--- src/rtl/pbus_pkg.sv ---
package pbus_pkg;

  typedef enum logic [2:0] {
    PH_IDLE,
    PH_ADDR,
    PH_GAP,
    PH_STRB,
    PH_HOLD
  } pbus_phase_e;

  // Reload value for a down-counter so that a programmed length L lasts
  // max(L,1) cycles.
  function automatic logic [3:0] phase_reload(input logic [3:0] len);
    return (len == 4'd0) ? 4'd0 : len - 4'd1;
  endfunction

  // Index is legal when it names an existing device.
  function automatic logic dev_legal(input logic [1:0] dev, input int ndev);
    return ({30'd0, dev} < ndev);
  endfunction

endpackage

--- src/rtl/pbus_csdec.sv ---
module pbus_csdec #(
  parameter int NDEV = 3,
  localparam int IW = (NDEV > 1) ? $clog2(NDEV) : 1
) (
  input  logic          clk,
  input  logic          rst_n,
  input  logic          active,
  input  logic [IW-1:0] dev,
  output logic [NDEV-1:0] cs_n
);

  for (genvar g = 0; g < NDEV; g++) begin : g_sel
    assign cs_n[g] = !(active && (dev == IW'(g)));
  end

  assert_cs_onehot_R2: assert property (@(posedge clk) disable iff (!rst_n)
    $onehot0(~cs_n));

  // Selected device may not change while an access is underway.
  assert_cs_held_R2: assert property (@(posedge clk) disable iff (!rst_n)
    (active && $past(active)) |-> $stable(cs_n));

endmodule

--- src/rtl/pbus_irq.sv ---
module pbus_irq (
  input  logic clk,
  input  logic rst_n,
  input  logic irq_lo_n,
  input  logic irq_hi,
  output logic irq_req
);

  logic merged;
  logic sync1_q, sync2_q;

  assign merged = !irq_lo_n || irq_hi;

  always_ff @(posedge clk or negedge rst_n) begin
    if (!rst_n) begin
      sync1_q <= 1'b0;
      sync2_q <= 1'b0;
    end else begin
      sync1_q <= merged;
      sync2_q <= sync1_q;
    end
  end

  assign irq_req = sync2_q;

  assert_irq_src_R8: assert property (@(posedge clk) disable iff (!rst_n)
    $rose(irq_req) |-> $past(!irq_lo_n || irq_hi, 2));

endmodule

--- src/rtl/pbus_seq.sv ---
module pbus_seq
  import pbus_pkg::*;
#(
  parameter int NDEV = 3,
  parameter int DW   = 8,
  parameter int AW   = 8,
  localparam int IW  = (NDEV > 1) ? $clog2(NDEV) : 1
) (
  input  logic          clk,
  input  logic          rst_n,
  input  logic          cfg_mux,
  input  logic [3:0]    cfg_setup,
  input  logic [3:0]    cfg_strobe,
  input  logic [3:0]    cfg_hold,
  input  logic          req_valid,
  input  logic [IW-1:0] req_dev,
  input  logic [AW-1:0] req_addr,
  input  logic          req_write,
  input  logic [DW-1:0] req_wdata,
  output logic          idle,
  output logic          in_access,
  output logic [IW-1:0] dev,
  output logic [DW-1:0] rsp_rdata,
  output logic          rsp_done,
  output logic          ale,
  output logic          rd_n,
  output logic          wr_n,
  output logic [DW-1:0] ad_o,
  output logic          ad_oe,
  input  logic [DW-1:0] ad_i,
  output logic [AW-1:0] pa
);

  pbus_phase_e   phase_q;
  logic [3:0]    cnt_q;
  logic [IW-1:0] dev_q;
  logic [AW-1:0] addr_q;
  logic [DW-1:0] wdata_q;
  logic          wr_q;
  logic [DW-1:0] rdata_q;
  logic          done_q;

  // Named events for assertions.
  logic accept, cnt_zero, strobe_phase, data_phase;

  assign cnt_zero     = (cnt_q == 4'd0);
  assign accept       = (phase_q == PH_IDLE) && req_valid &&
                        dev_legal({{(2-IW){1'b0}}, req_dev}, NDEV);
  assign strobe_phase = (phase_q == PH_STRB);
  assign data_phase   = (phase_q == PH_GAP) || (phase_q == PH_STRB) ||
                        (phase_q == PH_HOLD);

  always_ff @(posedge clk or negedge rst_n) begin
    if (!rst_n) begin
      phase_q <= PH_IDLE;
      cnt_q   <= '0;
      dev_q   <= '0;
      addr_q  <= '0;
      wdata_q <= '0;
      wr_q    <= 1'b0;
      rdata_q <= '0;
      done_q  <= 1'b0;
    end else begin
      done_q <= 1'b0;
      unique case (phase_q)
        PH_IDLE: if (accept) begin
          dev_q   <= req_dev;
          addr_q  <= req_addr;
          wdata_q <= req_wdata;
          wr_q    <= req_write;
          cnt_q   <= phase_reload(cfg_setup);
          phase_q <= PH_ADDR;
        end
        PH_ADDR: begin
          if (cnt_zero) phase_q <= PH_GAP;
          else          cnt_q   <= cnt_q - 4'd1;
        end
        PH_GAP: begin
          cnt_q   <= phase_reload(cfg_strobe);
          phase_q <= PH_STRB;
        end
        PH_STRB: begin
          if (cnt_zero) begin
            if (!wr_q) rdata_q <= ad_i;
            cnt_q   <= phase_reload(cfg_hold);
            phase_q <= PH_HOLD;
          end else begin
            cnt_q <= cnt_q - 4'd1;
          end
        end
        PH_HOLD: begin
          if (cnt_zero) begin
            phase_q <= PH_IDLE;
            done_q  <= 1'b1;
          end else begin
            cnt_q <= cnt_q - 4'd1;
          end
        end
        default: phase_q <= PH_IDLE;
      endcase
    end
  end

  assign idle      = (phase_q == PH_IDLE);
  assign in_access = !idle;
  assign dev       = dev_q;
  assign rsp_rdata = rdata_q;
  assign rsp_done  = done_q;
  assign ale       = (phase_q == PH_ADDR);
  assign rd_n      = !(strobe_phase && !wr_q);
  assign wr_n      = !(strobe_phase && wr_q);
  assign ad_oe     = (ale && cfg_mux) || (data_phase && wr_q);
  assign ad_o      = ale ? DW'(addr_q) : wdata_q;
  assign pa        = in_access ? addr_q : '0;

  assert_strobe_excl_R5: assert property (@(posedge clk) disable iff (!rst_n)
    !(!rd_n && !wr_n));

  assert_ale_quiet_R3: assert property (@(posedge clk) disable iff (!rst_n)
    ale |-> (rd_n && wr_n));

  assert_read_release_R6: assert property (@(posedge clk) disable iff (!rst_n)
    !rd_n |-> !ad_oe);

  assert_done_single_R7: assert property (@(posedge clk) disable iff (!rst_n)
    rsp_done |=> !rsp_done);

  assert_done_idle_R7: assert property (@(posedge clk) disable iff (!rst_n)
    rsp_done |-> (rd_n && wr_n && !ale && !ad_oe));

  assert_idle_quiet_R1: assert property (@(posedge clk) disable iff (!rst_n)
    idle |-> (rd_n && wr_n && !ale && !ad_oe));

endmodule

--- src/rtl/pbus_master.sv ---
module pbus_master (
  input  logic       clk,
  input  logic       rst_n,
  input  logic       cfg_mux,
  input  logic [3:0] cfg_setup,
  input  logic [3:0] cfg_strobe,
  input  logic [3:0] cfg_hold,
  input  logic       req_valid,
  output logic       req_ready,
  input  logic [1:0] req_dev,
  input  logic [7:0] req_addr,
  input  logic       req_write,
  input  logic [7:0] req_wdata,
  output logic [7:0] rsp_rdata,
  output logic       rsp_done,
  output logic [2:0] cs_n,
  output logic       ale,
  output logic       rd_n,
  output logic       wr_n,
  output logic [7:0] ad_o,
  output logic       ad_oe,
  input  logic [7:0] ad_i,
  output logic [7:0] pa,
  input  logic       irq0_n,
  input  logic       irq1,
  output logic       irq_req,
  output logic       prst_n
);

  localparam int NDEV = 3;
  localparam int DW   = 8;
  localparam int AW   = 8;
  localparam int IW   = $clog2(NDEV);

  logic          idle, in_access;
  logic [IW-1:0] sel_dev;
  logic          prst_q;

  pbus_seq #(.NDEV(NDEV), .DW(DW), .AW(AW)) u_seq (
    .clk        (clk),
    .rst_n      (rst_n),
    .cfg_mux    (cfg_mux),
    .cfg_setup  (cfg_setup),
    .cfg_strobe (cfg_strobe),
    .cfg_hold   (cfg_hold),
    .req_valid  (req_valid),
    .req_dev    (req_dev),
    .req_addr   (req_addr),
    .req_write  (req_write),
    .req_wdata  (req_wdata),
    .idle       (idle),
    .in_access  (in_access),
    .dev        (sel_dev),
    .rsp_rdata  (rsp_rdata),
    .rsp_done   (rsp_done),
    .ale        (ale),
    .rd_n       (rd_n),
    .wr_n       (wr_n),
    .ad_o       (ad_o),
    .ad_oe      (ad_oe),
    .ad_i       (ad_i),
    .pa         (pa)
  );

  pbus_csdec #(.NDEV(NDEV)) u_cs (
    .clk    (clk),
    .rst_n  (rst_n),
    .active (in_access),
    .dev    (sel_dev),
    .cs_n   (cs_n)
  );

  pbus_irq u_irq (
    .clk      (clk),
    .rst_n    (rst_n),
    .irq_lo_n (irq0_n),
    .irq_hi   (irq1),
    .irq_req  (irq_req)
  );

  always_ff @(posedge clk or negedge rst_n) begin
    if (!rst_n) prst_q <= 1'b0;
    else        prst_q <= 1'b1;
  end

  assign prst_n    = prst_q;
  assign req_ready = idle;

  assert_prst_R9: assert property (@(posedge clk) disable iff (!rst_n)
    $past(rst_n) |-> prst_n);

  assert_ready_R2: assert property (@(posedge clk) disable iff (!rst_n)
    req_ready |-> (cs_n == 3'b111));

endmodule

--- config.mk ---
export PLATFORM = sky130hd
export DESIGN_NAME = pbus_master
export DESIGN_NICKNAME = d
export VERILOG_FILES = /design/src/rtl/pbus_pkg.sv /design/src/rtl/pbus_csdec.sv /design/src/rtl/pbus_irq.sv /design/src/rtl/pbus_seq.sv /design/src/rtl/pbus_master.sv
export SDC_FILE = /design/constraint.sdc
export NUM_CORES = 1
export LEC_CHECK = 0
export CAP_MARGIN = 20
export CORE_UTILIZATION = 38
export CTS_CLUSTER_SIZE = 12
export DETAILED_ROUTE_END_ITERATION = 12
export PLACE_DENSITY = 0.72
export SYNTH_ARGS = -nofsm -noshare
export SYNTH_HDL_FRONTEND = slang
export SYNTH_HIERARCHICAL = 1
export SYNTH_SLANG_ARGS = --single-unit
--- constraint.sdc ---
create_clock -name clk -period 1.7 [get_ports clk]
set_input_delay 0.34 -clock clk [delete_from_list [all_inputs] [get_ports clk]]
set_output_delay 0.34 -clock clk [all_outputs]
set_load 0.005 [all_outputs]
# Word level (Yosys, flattened, before mapping)
# Cells that the tools add are included.
# W data, S select, Z words.
# word_totals
mem_bits_rw	0
memories	0
word_cells	77
latchBits	0
input_bits	45
rom_bits	0
ff_bits	38
out_inout_bits	35
# classes
n_mul	0
n_lt_le_gt_ge	1
shift	0
bitwise	1
n_reduce_logical	33
n_mux	16
n_addsub	4
div_mod_pow	0
n_eq_ne	11
# op_table
operator	count
$mux W4	6
$logic_not A4 Y1	4
$mux W8	2
$pmux W4 S4	1
$sub A4 B1 Y4 const B	4
$pmux W3 S5	1
$mux W3	4
$logic_and A1 B1 Y1	9
$logic_not A1 Y1	8
$eq A3 B2 Y1 const B	2
$ne A2 B2 Y1 const B	3
$reduce_and A3 Y1	2
$logic_or A1 B1 Y1	4
$ne A2 B1 Y1 const B	2
$reduce_and A4 Y1	1
$reduce_bool A4 Y1	1
$eq A3 B1 Y1 const B	1
$eq A3 B3 Y1 const B	1
$logic_not A3 Y1	1
$eq A2 B1 Y1 const B	1
$eq A2 B2 Y1 const B	1
$logic_not A2 Y1	1
$lt A2 B2 Y1 const B	1
$mux W1	2
3 further kinds	3

# Longest topological paths before layout
# Gate-level depths: netlist of the first run.
# logic_depth
ltp_word	5
ltp_mapped	7
depth_no_buf	7

# Modules after synthesis
# The synthesis of the first run kept the hierarchy.
# by_module_without_submodules
module	cells_per_inst	n_inst	area_per_inst_um2	seq_area_each_um2
pbus_seq	182	1	1963.1	875.8
pbus_irq	3	1	56.3	50.0
pbus_master	2	1	28.8	25.0
pbus_csdec	3	1	23.8	0.0

# Worst setup path after synthesis of the first run
# OpenSTA, ideal clock, no wires.
# synth_path
kind	register to register
startpoint	register u_seq.cnt_q[0]
endpoint	register u_seq.rdata_q[0] (netlist: u_seq/rsp_rdata[0])
setup_ns	0.125
n_path_buf	0
stages_incl_launch_ff	7
path_slack_ns	-0.087
t_arrival_ns	1.662
period_less_slack_ns	1.787
t_required_ns	1.575
path_cell_list	dfrtp_1 > inv_1 > ha_1 > nor3b_2 > nand2_1 > nor2_4 > mux2_2
# synth_between
elab_chain_cells	2
# synth_rtl
item	line	rtl
from (decl)	pbus_seq.sv:35	logic [3:0] cnt_q;
from (signal assigned)	pbus_seq.sv:71	cnt_q <= phase_reload(cfg_setup);
from (signal assigned)	pbus_seq.sv:76	else cnt_q <= cnt_q - 4'd1;
from (signal assigned)	pbus_seq.sv:79	cnt_q <= phase_reload(cfg_strobe);
$logic_not A4 Y1	pbus_seq.sv:46	assign cnt_zero = (cnt_q == 4'd0);
$reduce_and A3 Y1 (no line)	-	
to (signal assigned)	pbus_seq.sv:84	if (!wr_q) rdata_q <= ad_i;
to (decl)	pbus_seq.sv:40	logic [DW-1:0] rdata_q;
# No other way between the ends.
# A chain may end at the register's enable or synchronous reset.

# Worst setup path in the final report of the first run
# layout_path
startpoint	register u_seq.phase_q[2]
endpoint	output ad_o[7]
# layout_between
elab_chain_cells	2
# layout_rtl
item	line	rtl
from (decl)	pbus_seq.sv:34	pbus_phase_e phase_q;
from (signal assigned)	pbus_seq.sv:55	phase_q <= PH_IDLE;
from (signal assigned)	pbus_seq.sv:72	phase_q <= PH_ADDR;
from (signal assigned)	pbus_seq.sv:75	if (cnt_zero) phase_q <= PH_GAP;
$eq A3 B1 Y1	pbus_seq.sv:109	assign ale = (phase_q == PH_ADDR);
$mux W8	pbus_seq.sv:113	assign ad_o = ale ? DW'(addr_q) : wdata_q;
to (decl)	pbus_master.sv:20	output logic [7:0] ad_o,
# No other way between the ends.

==> impl_metrics.ini, run 1 <==
[status]
outcome = finished with violations
violations = setup timing

[sta]
setup_viol = 54
relSlewSlack = 0.617
hold_violations = 0
report.final.slew_viol_count = 0
min_period_over_period = 1.17
setup_ws_ps = -292
holdWs_ps = 21.7
fmax_mhz = 502
fin_tns_setup_ps = -6630
finalCriticalPeriod_ps = 1990
rsz0062_at_grt = yes
finClkSkew_ps = 4.43
worst_pin_slew_ps = 574

[floorplanning]
rows = 26
ios = 80
core_mm2 = 0.00517
die_area_mm2 = 0.00575
dieWidth_um = 75.8
die_h_um = 75.8
start_util = 0.401

[worst_setup_path]
worstSetupStartpointType = register
max_stage_delay_ps = 410
required_ps = 1360
slowest_stage = dfrtp_1
path_cells = nand2b_4, nor2_4, buf_12, buf_8, mux2_4, buf_6
path_class = reg -> out
cp_max_fo = 4
crit_arrival_ps = 1650
end_kind = output port

[clocking]
cts_buffers = 5
clk_path_buf_depth = 2
clkSinkCount = 38
cts_tree = yes
clkLatencyLatePin_ps = 300
cts_root_buf = clkbuf_8
cts_max_level = 2
clk_pin_slew_worst_paths_ps = 80
postCtsHoldBufs = 0

[cells_and_area]
final.fill_count = 327
design_area_mm2 = 0.00377
syn_to_final_growth_pct = 81.9
diodes = 0
mostFrequentLayoutCell = clkdlybuf4s50_1
fin_nets = 383
final_cell_mix = clkdlybuf4s50_1 (52), buf_4 (37), dfrtp_1 (37), buf_6 (31), mux2_2 (17)
final_util = 0.729
drive_gt1_frac = 0.476
fin_cells = 404

[route]
totalWireLength_mm = 6.79
vias_per_cell = 5.12
ant_nets = 0
drt_iter0_markers = 132
drc_errors = 0
first_pass_iters = 4
num_vias = 2069
wire_per_inst_um = 16.8

[global_route]
grt_pass1_wl_mm = 10.3
antenna_found_initial = 0
busiest_layer = met2
grt_max_degree = 26
grt_overflow = 0
use_met2 = 0.441
grt_pass1_vias = 2138
met3_usage = 0.0595
track_usage = 0.246
grt_use_met1 = 0.288

[yosys]
async_flop_share = 1.00
syn-instance-count = 190
yosys_warnings = 6
yosys.area_share.xor_xnor = 0.0211
netlist_area_mm2 = 0.00207
synth.distinct_cells = 41
synth_top_family_by_area = multiplexers
synth-simple-area-share = 0.163
muxShareOfSynthArea = 0.184
synthFlopType = dfrtp_1
synth_compound_area_frac = 0.107
ys_ff_latch = 38
syn-num-nets = 240
yosys.area_share.adder = 0.0302
synth_seq_area_share = 0.459
synth-edff-count = 0
avgSynthCellArea_um2 = 10.9

[job]
cap_violations = 0

[placement]
gp_congestion = 0.785
portBuffers = 79
dp_hpwl_mm = 4.12
dp.cells = 370
place_area_mm2 = 0.00323

[power]
peakVddDrop_uv = 977
leakagePower_nw = 1.70
powerDensity_mw_per_mm2 = 1850

[hold_path]
hold_path_class = in -> async
==> layer usage <==
metal | share of wire | vias up | wire (µm)
li1 | - | 958 | -
met1 | 0.40 | 1039 | 2690
met2 | 0.54 | 65 | 3660
met3 | 0.053 | 7 | 361
met4 | 0.012 | 0 | 80
met5 | 0 | - | 0
==> flip-flops by register name (all words and copies together), names as in the netlist, 2 cells and up <==
register,count
u_seq/phase_q,3
u_seq/wdata_q,8
u_seq/rsp_rdata,8
u_seq/addr_q,8
u_seq/cnt_q,4
u_seq/dev,2
==> cell usage after synthesis (2+ instances only) <==
cell type | instances | area share
nor2_2 | 2 | 0.0060
o221ai_1 | 2 | 0.0085
ha_1 | 5 | 0.030
a21oi_1 | 4 | 0.0097
dfrtp_1 | 38 | 0.46
inv_1 | 10 | 0.018
nor2b_1 | 11 | 0.033
buf_4 | 3 | 0.011
a221oi_1 | 2 | 0.0085
o22ai_1 | 6 | 0.018
nor2_1 | 13 | 0.024
or3b_1 | 2 | 0.0085
nand3b_1 | 3 | 0.011
nand2_1 | 10 | 0.018
o21ai_0 | 9 | 0.022
xnor2_1 | 4 | 0.017
nor3_1 | 5 | 0.012
mux2_2 | 33 | 0.18
nand2b_1 | 6 | 0.018
==> stage by stage <==
stage	power, mW	worst slack [ps]
6_report	6.98	-292
5_1_grt	7.34	-356
4_1_cts	6.30	-260
3_5_place_dp	5.06	-589
3_3_place_gp	4.97	-472
2_1_floorplan	3.18	-3.22
==> repair_timing <==
| action | in CTS | in global routing |
|---|---|---|
| pin swaps | 11 | 6 |
| cloned | 1 | 0 |
| setup buffers | 19 | 9 |
| endpoints found under the hold margin | 0 | 0 |
| resized for setup | 154 | 29 |
| endpoints found under the setup margin | 28 | 54 |
==> kinds of logic (layout without fill, tap and decap cells) <==
family                     after synthesis  in the layout
and+or+nand+nor                         59             59
other                                    1              1
AOI/OAI and AO/OA                       33             33
buffers and inverters                   15            159
DFF                                     38             38
muxes                                   34             34
xor gates and xnor gates                 5              5
adders and majority gates                5              5
==> critical path, delay by kind of cell (launching register included) <==
family                 cells  cell delay, ps
and+or+nand+nor            2             290
buffers and inverters      3             360
muxes                      1             300
DFF                        1             410
==> power by group <==
| part | internal (mW) | total (mW) | switching (mW) |
|---|---|---|---|
| clock | 0.326 | 0.672 | 0.346 |
| combinational | 2.87 | 4.67 | 1.80 |
| sequential | 1.32 | 1.64 | 0.320 |
| total | 4.52 | 6.98 | 2.46 |
==> final cells by class <==
cell class	instances	area, µm²	area share
timing repair buffer	141	1330	0.353
clock buffer	6	82.6	0.0219
inverter	10	37.5	0.00996
multi-input combinational	137	1270	0.336
sequential	38	952	0.253
clock inverter	2	12.5	0.00332
tap	70	87.6	0.0232
==> final timing paths <==
kind	cells after the start	slack, ps	from	to
worst max-delay path	6	-290	u_seq/phase_q[2]	ad_o[7]
worst min-delay path	1	20	rst_n	prst_n
worst max register to register	7	-130	u_seq/phase_q[0]	u_seq/cnt_q[3]
worst min register to register	0	360	u_irq/sync1_q	u_irq/irq_req
max in group asynchronous	2	1130	rst_n	u_seq/rsp_rdata[3]
min in group clk	0	360	u_irq/sync1_q	u_irq/irq_req
Note: power is estimated with default switching activity, not from simulation.
==> run 2, diff against run 1 <==
--- a/config.mk
+++ b/config.mk
@@ -6,6 +6,7 @@
 export NUM_CORES = 1
 export LEC_CHECK = 0
 export CAP_MARGIN = 20
+export CORE_MARGIN = 2
 export CORE_UTILIZATION = 38
 export CTS_CLUSTER_SIZE = 12
 export DETAILED_ROUTE_END_ITERATION = 12
==> impl_metrics.ini, run 2 (synthesis gave the netlist of run 1 again) <==
[worst_setup_path]
required_ps = 1360
cp_max_fo = 7
worstSetupStartpointType = register
end_kind = output port
path_class = reg -> out
reg2regPathDepth = 10
crit_arrival_ps = 1640

[cells_and_area]
diodes = 0
final_cell_mix = clkdlybuf4s50_1 (53), buf_4 (39), dfrtp_1 (38), buf_6 (35), mux2_4 (18)
mostFrequentLayoutCell = clkdlybuf4s50_1
syn_to_final_growth_pct = 89.4
final.fill_count = 316
final_util = 0.759
multi_input_area_mm2 = 0.00129
drive_gt1_frac = 0.497
seq_area_um2 = 951
fin_nets = 393

[placement]
gp_congestion = 0.853
dp_hpwl_mm = 4.01
dp_slack_ps = -494
portBuffers = 79

[job]
cap_violations = 0

[power]
comb_power_share = 0.686
powerDensity_mw_per_mm2 = 1810
leakagePower_nw = 1.78
p_sw_frac = 0.347
clkPwrFrac = 0.090
peakVddDrop_uv = 1060
switching_power_mw = 2.47
p_int_mw = 4.64
pwr-share-seq = 0.224

[sta]
finClkSkew_ps = 3.01
fmax_mhz = 506
fin_tns_setup_ps = -8480
rsz0062_at_grt = yes
min_period_over_period = 1.16
report.final.slew_viol_count = 0
setup_viol = 47
holdWs_ps = 8.17
hold_violations = 0
setup_ws_ps = -277
finalCriticalPeriod_ps = 1980

[floorplanning]
dieWidth_um = 77.8
rows = 26
core_mm2 = 0.00517
ios = 80
die_area_mm2 = 0.00606
die_h_um = 77.8
start_util = 0.401

[global_route]
grt_max_degree = 23
antenna_found_initial = 0
grt_pass1_wl_mm = 10.7
track_usage = 0.227
grt_pass1_vias = 2142
grt_overflow = 0

[clocking]
cts_tree = yes
clkSinkCount = 38
clk_path_buf_depth = 2
cts_buffers = 5
clkLatencyLatePin_ps = 280
cts_max_level = 2
clk_pin_slew_worst_paths_ps = 80
cts_root_buf = clkbuf_8
postCtsHoldBufs = 0

[route]
vias_per_cell = 4.91
drc_errors = 0
drt_iter0_markers = 91
ant_nets = 0
totalWireLength_mm = 7.02
wire_per_inst_um = 17.0
num_vias = 2031
first_pass_iters = 4

[status]
violations = setup timing
outcome = finished with violations

[hold_path]
hold_path_class = in -> async
run 2: cell count changes in the layout (fill, tap and decap cells not counted), sizes merged:
cell / before / now
clkbuf: 6 / 7
buf: 87 / 97
dlygate4sd2: 2 / 1
clkdlybuf4s50: 52 / 53
clkinvlp: 1 / 0
run 2: worst max-delay path, stage by stage (launching register included):
cell and delay [ps]:
dfrtp_1 410, buf_4 150, nor2_4 110, buf_12 140
buf_8 110, mux2_4 300, buf_6 120
run 2: cell type report:
class | count | area share
clock inverter | 1 | 0.00128
inverter | 10 | 0.0102
timing repair buffer | 151 | 0.374
sequential | 38 | 0.242
tap | 70 | 0.0223
multi-input combinational | 137 | 0.328
clock buffer | 7 | 0.0220
run 2: power by group through the flow:
| stage | clock network (mW) | logic [mW] | registers [mW] |
|---|---|---|---|
| after detailed placement | 0 | 3.50 | 1.56 |
| final | 0.642 | 4.88 | 1.59 |
| after global placement | 0 | 3.46 | 1.54 |
| after floorplan | 0 | 1.62 | 1.56 |
| after CTS | 0.657 | 4.41 | 1.55 |
| after global routing | 0.703 | 5.16 | 1.64 |
run 2: final timing paths:
path                                        from                to  slack (ps)
worst min register to register     u_irq/sync1_q     u_irq/irq_req         350
min in group clk                   u_irq/sync1_q     u_irq/irq_req         350
worst max-delay path            u_seq/phase_q[1]           ad_o[7]        -280
worst min-delay path                       rst_n            prst_n           8
worst max register to register  u_seq/phase_q[0]  u_seq/wdata_q[0]        -280
max in group asynchronous                  rst_n  u_seq/wdata_q[3]        1170
run 2: metrics by stage:
step / total power [mW] / std cells / cell area (µm²)
6_report: 7.11 / 414 / 3920
5_1_grt: 7.50 / 414 / 3920
4_1_cts: 6.61 / 414 / 3840
3_5_place_dp: 5.06 / 372 / 3250
3_3_place_gp: 4.99 / 372 / 3250
2_1_floorplan: 3.18 / 190 / 2090
run 2: per-layer routing:
metal  GRT usage  part of all wire  up-vias
met2       0.404              0.52       45
li1            -                 -      978
met3      0.0430             0.036        8
met5           0                 0        -
met4      0.0607             0.011        0
met1       0.281              0.43     1000
run 2: timing repair:
action                     in CTS  in global routing
pin swaps                      16                  5
buffers inserted               32                  3
cloned                          4                  0
setup endpoints to repair      54                 56
hold endpoints to repair        0                  0
resized for setup             163                 29
==> run 3, diff against run 2 <==
--- a/config.mk
+++ b/config.mk
@@ -7,10 +7,9 @@
 export LEC_CHECK = 0
 export CAP_MARGIN = 20
 export CORE_MARGIN = 2
-export CORE_UTILIZATION = 38
-export CTS_CLUSTER_SIZE = 12
+export CORE_UTILIZATION = 40
 export DETAILED_ROUTE_END_ITERATION = 12
-export PLACE_DENSITY = 0.72
+export PLACE_DENSITY = 0.75
 export SYNTH_ARGS = -nofsm -noshare
 export SYNTH_HDL_FRONTEND = slang
 export SYNTH_HIERARCHICAL = 1
==> impl_metrics.ini, run 3 (synthesis gave the netlist of run 1 again) <==
[worst_setup_path]
crit_top_cell = buf_6
max_stage_delay_ps = 400
required_ps = 1900
cp_max_fo = 6
end_kind = register
path_class = reg -> reg
path_cells = buf_6, nor3_4, buf_6, buf_6, buf_6, buf_6, a32oi_2, o22ai_2, buf_6, o221ai_2, o21ai_1
worstSetupStartpointType = register
crit_arrival_ps = 2250
slowest_stage = dfrtp_1

[route]
totalWireLength_mm = 7.45
drt_iter0_markers = 209
ant_nets = 0
num_vias = 2176
wire_per_inst_um = 18.0
first_pass_iters = 4
vias_per_cell = 5.26
drc_errors = 0

[clocking]
clk_pin_slew_worst_paths_ps = 80
cts_root_buf = clkbuf_8
cts_max_level = 2
clkLatencyLatePin_ps = 290
clk_path_buf_depth = 2
cts_buffers = 5
clkSinkCount = 38
cts_tree = yes

[hold_path]
hold_path_class = in -> async

[cells_and_area]
drive_gt1_frac = 0.491
syn_to_final_growth_pct = 87.3
fin_cells = 414
fin_nets = 394
diodes = 0
final_cell_mix = clkdlybuf4s50_1 (54), buf_4 (45), dfrtp_1 (38), buf_6 (29)
mostFrequentLayoutCell = clkdlybuf4s50_1

[global_route]
grt_max_degree = 39
grt_pass1_wl_mm = 11.2
grt_overflow = 0
track_usage = 0.248
antenna_found_initial = 0
grt_pass1_vias = 2192

[placement]
dp_hpwl_mm = 3.99
dp_slack_ps = -493
dp.cells = 367
portBuffers = 79
gp_congestion = 0.901

[sta]
setup_ws_ps = -343
finalCriticalPeriod_ps = 2040
min_period_over_period = 1.20
report.final.slew_viol_count = 0
fmax_mhz = 490
setup_viol = 55
hold_violations = 0
rsz0062_at_grt = yes
finClkSkew_ps = 10.6

[floorplanning]
core_mm2 = 0.00504
die_h_um = 76.0
die_area_mm2 = 0.00577
start_util = 0.411
rows = 26
ios = 80
dieWidth_um = 76.0

[power]
peakVddDrop_uv = 1080
powerDensity_mw_per_mm2 = 1820
power.total_mw = 7.07
leakagePower_nw = 1.76

[status]
outcome = finished with violations
violations = setup timing

[job]
cap_violations = 0
[run 3: cell types whose count changed in the layout (fill, tap and decap cells not counted), sizes merged]
cell and delta:
clkinv -1, clkdlybuf4s50 +1, clkinvlp +1, clkbuf -1
dlygate4sd2 -1, buf +1
[run 3: worst paths after layout]
check	start	to	slack, ps	cells after the start
worst max-delay path	u_seq/phase_q[0]	u_seq/cnt_q[2]	-340	11
worst min-delay path	rst_n	u_seq/addr_q[3]	90	2
worst max register to register	u_seq/phase_q[0]	u_seq/cnt_q[2]	-340	11
worst min register to register	u_irq/sync1_q	u_irq/irq_req	350	0
max in group asynchronous	rst_n	u_seq/cnt_q[2]	1260	2
min in group clk	u_irq/sync1_q	u_irq/irq_req	350	0
[run 3: metrics by stage]
step                cell area [µm²]  TNS [ps]  hold WS (ps)   util
CTS                            3780     -7630           107  0.749
global route                   3880    -12470           133  0.769
global placement               3210     -5160           338  0.636
finish                         3880    -10510          91.7  0.769
floorplan                      2090     -3.22          44.4      -
detailed placement             3210     -6120           340  0.636
[run 3: repair_timing]
item | 4_1_cts | 5_1_grt
buffers inserted | 30 | 11
endpoints found under the setup margin | 54 | 56
gates resized for setup | 164 | 22
gates cloned | 4 | 0
pin swaps | 11 | 9
hold buffers | 0 | 0
endpoints found under the hold margin | 0 | 0
[run 3: critical path, delay by kind of cell, from the launching register on]
kind | cells | cell delay (ps)
AOI/OAI and AO/OA | 4 | 600
buffers and inverters | 6 | 710
DFF | 1 | 400
and+or+nand+nor | 1 | 250
[run 3: cell type report]
class,instances,area [µm²]
timing repair buffer,152,1440
tap,70,87.6
sequential,38,951
fill,305,1160
multi-input combinational,137,1290
clock buffer,6,72.6
clock inverter,1,7.51
inverter,10,37.5
[run 3: metal layers]
layer,global-route usage,share of wire,vias to the layer above
li1,-,-,973
met1,0.306,0.39,1073
met2,0.423,0.50,105
met3,0.0652,0.078,25
met4,0.0836,0.028,0
met5,0,0,-
[run 3: report_power, final]
| group | switching [mW] | internal (mW) | leakage (nW) | total [mW] |
|---|---|---|---|---|
| registers | 0.294 | 1.32 | 0.460 | 1.61 |
| clock network | 0.321 | 0.281 | 0.0373 | 0.602 |
| logic | 1.94 | 2.91 | 1.26 | 4.86 |
